`config.mk`:
```
export PLATFORM = sky130hd
export DESIGN_NAME = fp_issue_scoreboard
export DESIGN_NICKNAME = d
export VERILOG_FILES = /design/src/rtl/fp_sb_pkg.sv /design/src/rtl/sb_unit_timer.sv /design/src/rtl/sb_busy_table.sv /design/src/rtl/sb_issue_pick.sv /design/src/rtl/fp_issue_scoreboard.sv
export SDC_FILE = /design/constraint.sdc
export NUM_CORES = 1
export LEC_CHECK = 0
export BUFFER_PORTS_ARGS = -buffer_cell sky130_fd_sc_hd__buf_2
export CAP_MARGIN = 20
export CORE_MARGIN = 5
export CORE_UTILIZATION = 50
export DETAILED_ROUTE_END_ITERATION = 16
export GPL_TIMING_DRIVEN = 0
export PLACE_DENSITY = 0.8
export SYNTH_ARGS = -nofsm -noshare
export SYNTH_HDL_FRONTEND = slang
export SYNTH_SLANG_ARGS = --single-unit
```
`constraint.sdc`:
```
create_clock -name clk -period 6.7 [get_ports clk]
set_input_delay 0.67 -clock clk [delete_from_list [all_inputs] [get_ports clk]]
set_output_delay 0.67 -clock clk [all_outputs]
set_load 0.05 [all_outputs]
```
`src/rtl/fp_sb_pkg.sv`:
```
package fp_sb_pkg;
  typedef enum logic { UNIT_ADD = 1'b0, UNIT_MUL = 1'b1 } unit_e;

  // Load value for a unit countdown: result lands when the count reaches one.
  function automatic int unsigned lat_load(input int unsigned lat);
    return (lat < 1) ? 1 : lat;
  endfunction
endpackage

```
`src/rtl/sb_unit_timer.sv`:
```
module sb_unit_timer #(
  parameter int LAT = 2,
  parameter int RW  = 5,
  localparam int CW = $clog2(LAT + 1)
) (
  input  logic          clk,
  input  logic          rst_n,
  input  logic          start,
  input  logic [RW-1:0] start_dst,
  output logic          ready,
  output logic          wb_valid,
  output logic [RW-1:0] wb_dst
);
  logic [CW-1:0] cnt_q;
  logic [RW-1:0] dst_q;

  // Unit is free when idle or when its result lands this cycle.
  assign ready    = (cnt_q <= CW'(1));
  assign wb_valid = (cnt_q == CW'(1));
  assign wb_dst   = dst_q;

  always_ff @(posedge clk) begin
    if (!rst_n) begin
      cnt_q <= '0;
      dst_q <= '0;
    end else if (start) begin
      cnt_q <= CW'(fp_sb_pkg::lat_load(LAT));
      dst_q <= start_dst;
    end else if (cnt_q != '0) begin
      cnt_q <= cnt_q - CW'(1);
    end
  end

  // Independent age counter kept for the latency check.
  logic [CW:0] age_q;
  always_ff @(posedge clk) begin
    if (!rst_n)               age_q <= '0;
    else if (start)           age_q <= (CW+1)'(1);
    else if (wb_valid)        age_q <= '0;
    else if (age_q != '0)     age_q <= age_q + (CW+1)'(1);
  end

  // for the adder instance, R3 for the multiplier instance.
  p_wb_latency_r2: assert property (@(posedge clk) disable iff (!rst_n)
    wb_valid |-> (age_q == (CW+1)'(LAT)));

  // no start while an operation is still in flight.
  p_no_overlap_r8: assert property (@(posedge clk) disable iff (!rst_n)
    start |-> ready);
endmodule

```
`src/rtl/sb_busy_table.sv`:
```
module sb_busy_table #(
  parameter int NREG = 32,
  localparam int RW = $clog2(NREG)
) (
  input  logic            clk,
  input  logic            rst_n,
  input  logic            set_a_vld,
  input  logic [RW-1:0]   set_a_idx,
  input  logic            set_m_vld,
  input  logic [RW-1:0]   set_m_idx,
  input  logic            clr_a_vld,
  input  logic [RW-1:0]   clr_a_idx,
  input  logic            clr_m_vld,
  input  logic [RW-1:0]   clr_m_idx,
  output logic [NREG-1:0] busy_eff
);
  logic [NREG-1:0] busy_q, clr_mask, set_mask;

  always_comb begin
    clr_mask = '0;
    set_mask = '0;
    if (clr_a_vld) clr_mask[clr_a_idx] = 1'b1;
    if (clr_m_vld) clr_mask[clr_m_idx] = 1'b1;
    if (set_a_vld) set_mask[set_a_idx] = 1'b1;
    if (set_m_vld) set_mask[set_m_idx] = 1'b1;
  end

  // Registers written back this cycle count as free (bypass).
  assign busy_eff = busy_q & ~clr_mask;

  always_ff @(posedge clk) begin
    if (!rst_n) busy_q <= '0;
    else        busy_q <= busy_eff | set_mask;
  end

  // a write-back only retires a register that was pending.
  p_clr_pending_r6: assert property (@(posedge clk) disable iff (!rst_n)
    clr_a_vld |-> busy_q[clr_a_idx]);
  p_clr_pending_mul_r6: assert property (@(posedge clk) disable iff (!rst_n)
    clr_m_vld |-> busy_q[clr_m_idx]);
  // a register is never claimed while an older write is still pending.
  p_set_free_r7: assert property (@(posedge clk) disable iff (!rst_n)
    set_a_vld |-> !busy_eff[set_a_idx]);
  p_set_free_mul_r7: assert property (@(posedge clk) disable iff (!rst_n)
    set_m_vld |-> !busy_eff[set_m_idx]);
endmodule

```
`src/rtl/sb_issue_pick.sv`:
```
module sb_issue_pick #(
  parameter int NREG = 32,
  localparam int RW = $clog2(NREG)
) (
  input  logic            clk,
  input  logic            rst_n,
  input  logic            s0_valid,
  input  logic            s0_op,
  input  logic [RW-1:0]   s0_dst,
  input  logic [RW-1:0]   s0_src_a,
  input  logic [RW-1:0]   s0_src_b,
  input  logic            s1_valid,
  input  logic            s1_op,
  input  logic [RW-1:0]   s1_dst,
  input  logic [RW-1:0]   s1_src_a,
  input  logic [RW-1:0]   s1_src_b,
  input  logic [NREG-1:0] busy_eff,
  input  logic            add_ready,
  input  logic            mul_ready,
  output logic            issue0,
  output logic            issue1
);
  import fp_sb_pkg::*;

  function automatic logic regs_free(input logic [NREG-1:0] busy,
                                     input logic [RW-1:0] a,
                                     input logic [RW-1:0] b,
                                     input logic [RW-1:0] d);
    return !busy[a] && !busy[b] && !busy[d];
  endfunction

  function automatic logic touches(input logic [RW-1:0] older_dst,
                                   input logic [RW-1:0] a,
                                   input logic [RW-1:0] b,
                                   input logic [RW-1:0] d);
    return (a == older_dst) || (b == older_dst) || (d == older_dst);
  endfunction

  logic unit0_ok, unit1_ok, pair_ok;

  assign unit0_ok = (unit_e'(s0_op) == UNIT_MUL) ? mul_ready : add_ready;
  assign unit1_ok = (unit_e'(s1_op) == UNIT_MUL) ? mul_ready : add_ready;
  assign pair_ok  = (s1_op != s0_op) &&
                    !touches(s0_dst, s1_src_a, s1_src_b, s1_dst);

  assign issue0 = s0_valid && unit0_ok &&
                  regs_free(busy_eff, s0_src_a, s0_src_b, s0_dst);
  assign issue1 = issue0 && s1_valid && pair_ok && unit1_ok &&
                  regs_free(busy_eff, s1_src_a, s1_src_b, s1_dst);

  // younger slot never leaves alone.
  p_inorder_r10: assert property (@(posedge clk) disable iff (!rst_n)
    issue1 |-> issue0);
  // a single adder and a single multiplier.
  p_one_per_unit_r5: assert property (@(posedge clk) disable iff (!rst_n)
    (issue0 && issue1) |-> (s0_op != s1_op));
endmodule

```
`src/rtl/fp_issue_scoreboard.sv`:
```
module fp_issue_scoreboard #(
  parameter int NREG    = 32,
  parameter int ADD_LAT = 2,
  parameter int MUL_LAT = 5,
  localparam int RW = $clog2(NREG)
) (
  input  logic          clk,
  input  logic          rst_n,
  input  logic          s0_valid,
  input  logic          s0_op,
  input  logic [RW-1:0] s0_dst,
  input  logic [RW-1:0] s0_src_a,
  input  logic [RW-1:0] s0_src_b,
  input  logic          s1_valid,
  input  logic          s1_op,
  input  logic [RW-1:0] s1_dst,
  input  logic [RW-1:0] s1_src_a,
  input  logic [RW-1:0] s1_src_b,
  output logic          s0_issue,
  output logic          s1_issue,
  output logic          wb_add_valid,
  output logic [RW-1:0] wb_add_dst,
  output logic          wb_mul_valid,
  output logic [RW-1:0] wb_mul_dst
);
  import fp_sb_pkg::*;

  logic [NREG-1:0] busy_eff;
  logic            add_ready, mul_ready;
  logic            add_start, mul_start;
  logic [RW-1:0]   add_start_dst, mul_start_dst;

  sb_issue_pick #(.NREG(NREG)) u_pick (
    .clk(clk), .rst_n(rst_n),
    .s0_valid(s0_valid), .s0_op(s0_op), .s0_dst(s0_dst),
    .s0_src_a(s0_src_a), .s0_src_b(s0_src_b),
    .s1_valid(s1_valid), .s1_op(s1_op), .s1_dst(s1_dst),
    .s1_src_a(s1_src_a), .s1_src_b(s1_src_b),
    .busy_eff(busy_eff), .add_ready(add_ready), .mul_ready(mul_ready),
    .issue0(s0_issue), .issue1(s1_issue)
  );

  // Route issued slots to their units.
  always_comb begin
    add_start = 1'b0; add_start_dst = s0_dst;
    mul_start = 1'b0; mul_start_dst = s0_dst;
    if (s0_issue) begin
      if (unit_e'(s0_op) == UNIT_MUL) begin mul_start = 1'b1; mul_start_dst = s0_dst; end
      else                            begin add_start = 1'b1; add_start_dst = s0_dst; end
    end
    if (s1_issue) begin
      if (unit_e'(s1_op) == UNIT_MUL) begin mul_start = 1'b1; mul_start_dst = s1_dst; end
      else                            begin add_start = 1'b1; add_start_dst = s1_dst; end
    end
  end

  sb_unit_timer #(.LAT(ADD_LAT), .RW(RW)) u_add_tmr (
    .clk(clk), .rst_n(rst_n), .start(add_start), .start_dst(add_start_dst),
    .ready(add_ready), .wb_valid(wb_add_valid), .wb_dst(wb_add_dst)
  );

  sb_unit_timer #(.LAT(MUL_LAT), .RW(RW)) u_mul_tmr (
    .clk(clk), .rst_n(rst_n), .start(mul_start), .start_dst(mul_start_dst),
    .ready(mul_ready), .wb_valid(wb_mul_valid), .wb_dst(wb_mul_dst)
  );

  sb_busy_table #(.NREG(NREG)) u_busy (
    .clk(clk), .rst_n(rst_n),
    .set_a_vld(add_start), .set_a_idx(add_start_dst),
    .set_m_vld(mul_start), .set_m_idx(mul_start_dst),
    .clr_a_vld(wb_add_valid), .clr_a_idx(wb_add_dst),
    .clr_m_vld(wb_mul_valid), .clr_m_idx(wb_mul_dst),
    .busy_eff(busy_eff)
  );

  // a paired younger instruction is independent of the older one.
  p_pair_indep_r9: assert property (@(posedge clk) disable iff (!rst_n)
    s1_issue |-> (s1_src_a != s0_dst && s1_src_b != s0_dst && s1_dst != s0_dst));
  // each unit receives at most one operation, never both slots.
  p_single_start_r5: assert property (@(posedge clk) disable iff (!rst_n)
    $countones({s0_issue, s1_issue}) <= 32'(1) + 32'(s0_op != s1_op));
endmodule

```
== After elaboration in Yosys (flattened, before gate mapping) ==
Cells that the tools add are included.
Cells by class
  add/subtract/negate cells: 2
  magnitude comparators: 16
  eq/ne operators: 6
  multiplexer cells: 42
  bitwise logic cells: 6
  reduce and logical (&&, ||, !) cells: 30
Operators with widths (count)
  $mux 32: 4
  $or 32x32->32: 3
  $lt 5x6->1 const B: 10
  $and 32x32->32: 1
  $not 32->32: 1
  $bmux 1 s5: 6
  $demux 1 s5: 4
  $ge 5x1->1 const B: 4
  $mux 1: 20
  $mux 5: 4
  $eq 5x5->1: 3
  $logic_and 1x1->1: 15
  $logic_not 1->1: 7
  $mux 3: 2
  $reduce_bool 2->1: 3
  $mux 2: 2
  $reduce_or 2->1: 2
  $eq 3x1->1 const B: 1
  $le 3x1->1 const B: 1
  $reduce_bool 3->1: 1
  $sub 3x1->3 const B: 1
  $eq 2x1->1 const B: 1
  $le 2x1->1 const B: 1
  $logic_or 1x1->1: 2
  3 further kinds: 3
Storage, ports and cells
  bits in registers: 47
  output and inout port bits: 14

== Depth between registers and ports, before layout ==
  depth in word-level cells: 28
  depth in mapped cells: 15
  gate-level depth less buffers: 13

== Cells and area by module ==
A second synthesis with hierarchy kept.
Unflattened totals
  cells, all modules: 549
  area total of the unflattened synthesis: 4909.7 sq um
Modules (own cells, without submodules)
  sb_busy_table: times used 1, cells an instance 230, area an instance 2054.5 sq um, seq. area each 640.6 sq um
  sb_issue_pick: times used 1, cells an instance 241, area an instance 2034.5 sq um, seq. area each 0.0 sq um
  sb_unit_timer (u_mul_tmr): times used 1, cells an instance 37, area an instance 389.1 sq um, seq. area each 160.2 sq um
  sb_unit_timer (u_add_tmr): times used 1, cells an instance 24, area an instance 262.8 sq um, seq. area each 140.1 sq um
  fp_issue_scoreboard: times used 1, cells an instance 17, area an instance 168.9 sq um, seq. area each 0.0 sq um

== Worst setup path before layout ==
Ideal clock, no wire load.
  path type: reg-to-output
  start: register u_add_tmr.dst_q[4] (netlist: u_add_tmr.wb_dst[4])
  end: output port s1_issue
  arrival: 3597 ps
  data required time: 6030 ps
  setup slack: 2433 ps
  cell stages (with the launch flop): 11
  path through: dfxtp_1 > or3b_1 > buf_2 > o221ai_1 > nor3_1 > or4_4 > nor4_4 > and4_4 > nand3_4 > buf_6 > nor2_1
Between the ends
  cells in the longest elaborated chain, start to end: 19
  elaborated cells on any way between the ends: 37
  classes of those cells: order compare: 2; mux: 16; bitwise: 3; reduce/logical: 16
Ends and longest elaborated chain
  start: declaration: RTL line sb_unit_timer.sv:15  | logic [RW-1:0] dst_q;
  start signal: assignment: RTL line sb_unit_timer.sv:28  | dst_q <= start_dst;
  $lt 5x6->1 (not written as such) or $ge 5x1->1 (tied branches): RTL line sb_busy_table.sv:22  | if (clr_a_vld) clr_mask[clr_a_idx] = 1'b1;
  $logic_and 1x1->1 (not written as such): RTL line sb_busy_table.sv:22
  $mux 1 (not written as such): RTL line sb_busy_table.sv:22
  $demux 1 s5 (*)
  $mux 32 (*): RTL line sb_busy_table.sv:22
  $or 32x32->32 (no source line)
  $mux 32 (*): RTL line sb_busy_table.sv:23  | if (clr_m_vld) clr_mask[clr_m_idx] = 1'b1;
  $not 32->32 (*): RTL line sb_busy_table.sv:29  | assign busy_eff = busy_q & ~clr_mask;
  $and 32x32->32 (*): RTL line sb_busy_table.sv:29
  $bmux 1 s5: RTL line sb_issue_pick.sv:29  | return !busy[a] && !busy[b] && !busy[d];
  $mux 1 (not written as such): RTL line sb_issue_pick.sv:29
  $logic_not 1->1: RTL line sb_issue_pick.sv:29
  $logic_and 1x1->1 (2 in a row): RTL line sb_issue_pick.sv:29
  $logic_and 1x1->1: RTL line sb_issue_pick.sv:46  | assign issue0 = s0_valid && unit0_ok &&
  $logic_and 1x1->1 (3 in a row): RTL line sb_issue_pick.sv:48  | assign issue1 = issue0 && s1_valid && pair_ok && unit1_ok &&
  $logic_and 1x1->1 (*): RTL line sb_issue_pick.sv:48
  end: declaration: RTL line fp_issue_scoreboard.sv:20  | output logic s1_issue,
Mark *: on every way between the ends. The rest lies on a longest branch, timed or not. The select of a mux whose other input is x is not followed.

== Worst setup path in the final report ==
  start: register u_mul_tmr.cnt_q[1]
  end: output port s1_issue
Between the ends
  cells in the longest elaborated chain, start to end: 14
  elaborated cells on any way between the ends: 35
  classes of those cells: order compare: 1; eq/ne: 1; mux: 15; bitwise: 2; reduce/logical: 16
Ends and longest elaborated chain
  start: declaration: RTL line sb_unit_timer.sv:14  | logic [CW-1:0] cnt_q;
  start signal: assignment: RTL line sb_unit_timer.sv:27  | cnt_q <= CW'(fp_sb_pkg::lat_load(LAT));
  start signal: assignment: RTL line sb_unit_timer.sv:30  | cnt_q <= cnt_q - CW'(1);
  $eq 3x1->1: RTL line sb_unit_timer.sv:19  | assign wb_valid = (cnt_q == CW'(1));
  $mux 32: RTL line sb_busy_table.sv:23
  $not 32->32: RTL line sb_busy_table.sv:29
  $and 32x32->32: RTL line sb_busy_table.sv:29
  $bmux 1 s5: RTL line sb_issue_pick.sv:29
  $mux 1 (not written as such): RTL line sb_issue_pick.sv:29
  $logic_not 1->1: RTL line sb_issue_pick.sv:29
  $logic_and 1x1->1 (2 in a row): RTL line sb_issue_pick.sv:29
  $logic_and 1x1->1: RTL line sb_issue_pick.sv:46
  $logic_and 1x1->1 (3 in a row): RTL line sb_issue_pick.sv:48
  $logic_and 1x1->1 (*): RTL line sb_issue_pick.sv:48
Marks and branches as above.

==> metrics <==
Leak 0.001915 uW; final hold viol count 0; port bufs 41; library cells used by synthesis 83; Clk pwr share 26.1%; P per Cell Area 164.5 mW/mm^2; vias per std cell 7.661; Critical Path Start Type flip-flop; post-synth top area cell dfxtp_1; unrepaired setup endpoints after global routing false; fin crit share 78.58%; Hold Crit Endpoint u_mul_tmr.cnt_q[1]$_SDFFE_PP0N_; Clock transition at path regs 70 ps; final worst path period need 5265 ps; Routed Antenna Nets 0; most frequent cells in the layout nand2_1 (68), nor2_1 (63), clkbuf_1 (51); switching share of power 42.99%; Critical Path AT 4600 ps; final WL 27400 um; Max Cap Viol 0; drc violations 0; Post-CTS Resized 0; Detailed Place HPWL 20210 um; Mapped Cells 754; Gate power share 43.3%; Synth top area share 16.37%; share of layout cells above drive strength 1 17.68%; die width 117.2 um; Max transition margin 9.244%; Reg2Reg Depth 13; final antenna diode count 0; final core utilization 55.49%; CP required 6030 ps; first-pass GRT wire length 39740 um; Core Region 0.01132 mm^2; Overall Global Routing Usage 38.95%; routed len/inst 28.96 um; largest net degree at the start of global routing 15; Starting Density 50.76%; first-pass iteration count of the detailed router 9; Worst R2R End u_busy.busy_q[3]$_SDFF_PN0_; Max Slew Vio Count 0; # Post-CTS Setup Buffers 0; Worst-Skew Late Latency 290 ps; Cell Area, Synth 0.005747 mm^2; Hold Crit Depth 2; cts hold-fix bufs 0; Max VDD drop 0.0001631 V; FMAX 189.9 MHz; initial drt markers 1169; clk buf depth 2; synth top area cells dfxtp_1 (16%), o221ai_1 (7.0%), nand2_1 (4.4%); vias 7247; global placement routability congestion 1.126; Cell Rows 39; clk_skew 4.845 ps; register area share after synthesis 16.37%; die area 0.01374 mm^2; Syn Area/Cell 7.622 um^2; internal power 589.3 uW; fin nets 841; sequential fraction of design power 30.6%; Slew @ Worst Pin 1361 ps; Root Driver clkbuf_16; initial antenna violation count 1; total clock buffers created by CTS 5; Yosys warnings 0; EDFF count, synth 0; R2R Setup Slk 1560 ps; Main synth FF type dfxtp_1; FF-to-FF Start u_mul_tmr.cnt_q[1]$_SDFFE_PP0N_; worst hold start u_mul_tmr.cnt_q[1]$_SDFFE_PP0N_; # H-tree levels 2; status finished, final reports clean; I/O Pins 50; CP Capture Type output pin; worst-path fanout max 9; HP Class reg2reg; vias in the first global route 6491; Final Setup Violations 0; post-synthesis to final-layout area growth 9.319%; CTS tree built; die height 117.2 um; TNS Setup 0 ps; Synth async-reset ratio 0%; commonest non-fill, non-tap cell in the layout nand2_1; Yosys reg bits 47; grt ovf 0; # clock sinks 47; Psw 444.4 uW; Syn Nets 793; critical path class reg2out; Layout fillers 1129
-- cell usage after synthesis, types with 4 or more instances --
cell type	number
nand2_1	68
nor2_1	63
clkbuf_1	50
dfxtp_1	47
o221ai_1	46
nor3_1	36
nand3_1	26
a21oi_1	21
o211ai_1	21
or2_2	21
o22ai_1	19
a211oi_1	18
mux2i_1	18
nor2b_1	15
nand3b_1	14
o221a_2	14
nand2b_1	13
nor4_1	13
inv_1	12
xnor2_1	10
a2111oi_0	8
a21oi_2	7
a32oi_1	7
and2_1	7
and4_1	7
buf_1	7
nand4_1	7
nor4_2	7
o21ai_0	7
and3b_1	6
mux2_2	6
nor3b_1	6
o32ai_1	6
or3b_2	6
xor2_1	6
a31oi_1	5
and3_1	5
or3_1	5
buf_6	4
nand4b_1	4
nand4bb_1	4
nor4_4	4
o22a_1	4
or4b_1	4
-- cell families (layout without fill, tap and decap cells) --
| kind of cell | after synthesis | in the layout | share of synthesized area, % |
|---|---|---|---|
| AND/OR/NAND/NOR | 359 | 359 | 37.56 |
| flip-flops | 47 | 47 | 16.37 |
| multiplexers | 26 | 26 | 5.095 |
| XOR/XNOR | 16 | 16 | 2.438 |
| adder cells (fa/ha/maj) | 3 | 3 | 0.6532 |
| buffers and inverters | 79 | 128 | 5.900 |
| AO/OA/AOI/OAI | 224 | 224 | 31.98 |
-- registers in the layout (all words and copies together) (netlist names) --
name,flops
u_busy.busy_q,32
u_add_tmr.wb_dst,5
u_mul_tmr.wb_dst,5
u_mul_tmr.cnt_q,3
u_add_tmr.cnt_q,2
-- worst max-delay path by stage --
stage | startpoint | end | slack, ps | cells after the start
floorplan | u_add_tmr.wb_dst[4]$_SDFFE_PN0P_ | s1_issue | 2430 | 10
global placement | u_mul_tmr.cnt_q[1]$_SDFFE_PP0N_ | u_busy.busy_q[2]$_SDFF_PN0_ | 1870 | 14
detailed placement | u_mul_tmr.cnt_q[1]$_SDFFE_PP0N_ | u_busy.busy_q[11]$_SDFF_PN0_ | 1950 | 13
CTS | u_mul_tmr.cnt_q[1]$_SDFFE_PP0N_ | s1_issue | 1700 | 12
global route | u_mul_tmr.cnt_q[1]$_SDFFE_PP0N_ | s1_issue | 1410 | 12
finish | u_mul_tmr.cnt_q[1]$_SDFFE_PP0N_ | s1_issue | 1430 | 12
-- critical path, stage by stage, from the launching register on --
cell,delay [ps]
dfxtp_1,330
inv_1,110
ha_1,300
or4b_1,480
buf_6,190
o221ai_1,1040
nor2_1,70
a211oi_1,230
nor4_1,110
nor4_2,390
nand4_2,490
nor2_1,260
buf_2,290
-- through the flow --
stage	setup slack (ps)	hold WS [ps]	power, uW	cells	cell area (um^2)
final	1435	564.2	1034	946	6282
after global routing	1415	621.6	1062	946	6282
after CTS	1695	568.6	1011	946	6282
after detailed placement	1947	551.0	751.2	938	6131
after global placement	1865	540.9	749.4	938	6131
after floorplan	2433	485.2	631.0	754	5747
-- cell type report --
| class | instances | area (um^2) | share of cell area, % |
|---|---|---|---|
| timing repair buffer | 41 | 205.2 | 3.266 |
| multi-input combinational | 628 | 4467 | 71.10 |
| buffer | 66 | 289.0 | 4.601 |
| sequential | 47 | 940.9 | 14.98 |
| tap | 143 | 178.9 | 2.848 |
| inverter | 13 | 50.05 | 0.7967 |
| clock inverter | 1 | 8.758 | 0.1394 |
| clock buffer | 7 | 142.6 | 2.270 |
-- per-layer routing --
layer	global-route usage [%]	share of wire (%)
met1	50.33	37
met2	54.83	39
met3	15.53	17
met4	21.79	7.3
met5	0	0.047
-- power by group through the flow --
stage | logic (uW) | registers, uW | clock network [uW]
2_1_floorplan | 294 | 337 | 0
3_3_place_gp | 429 | 321 | 0
3_5_place_dp | 429 | 322 | 0
4_1_cts | 432 | 316 | 264
5_1_grt | 467 | 319 | 276
6_report | 448 | 316 | 270
Note: power is estimated with default switching activity, not from simulation.
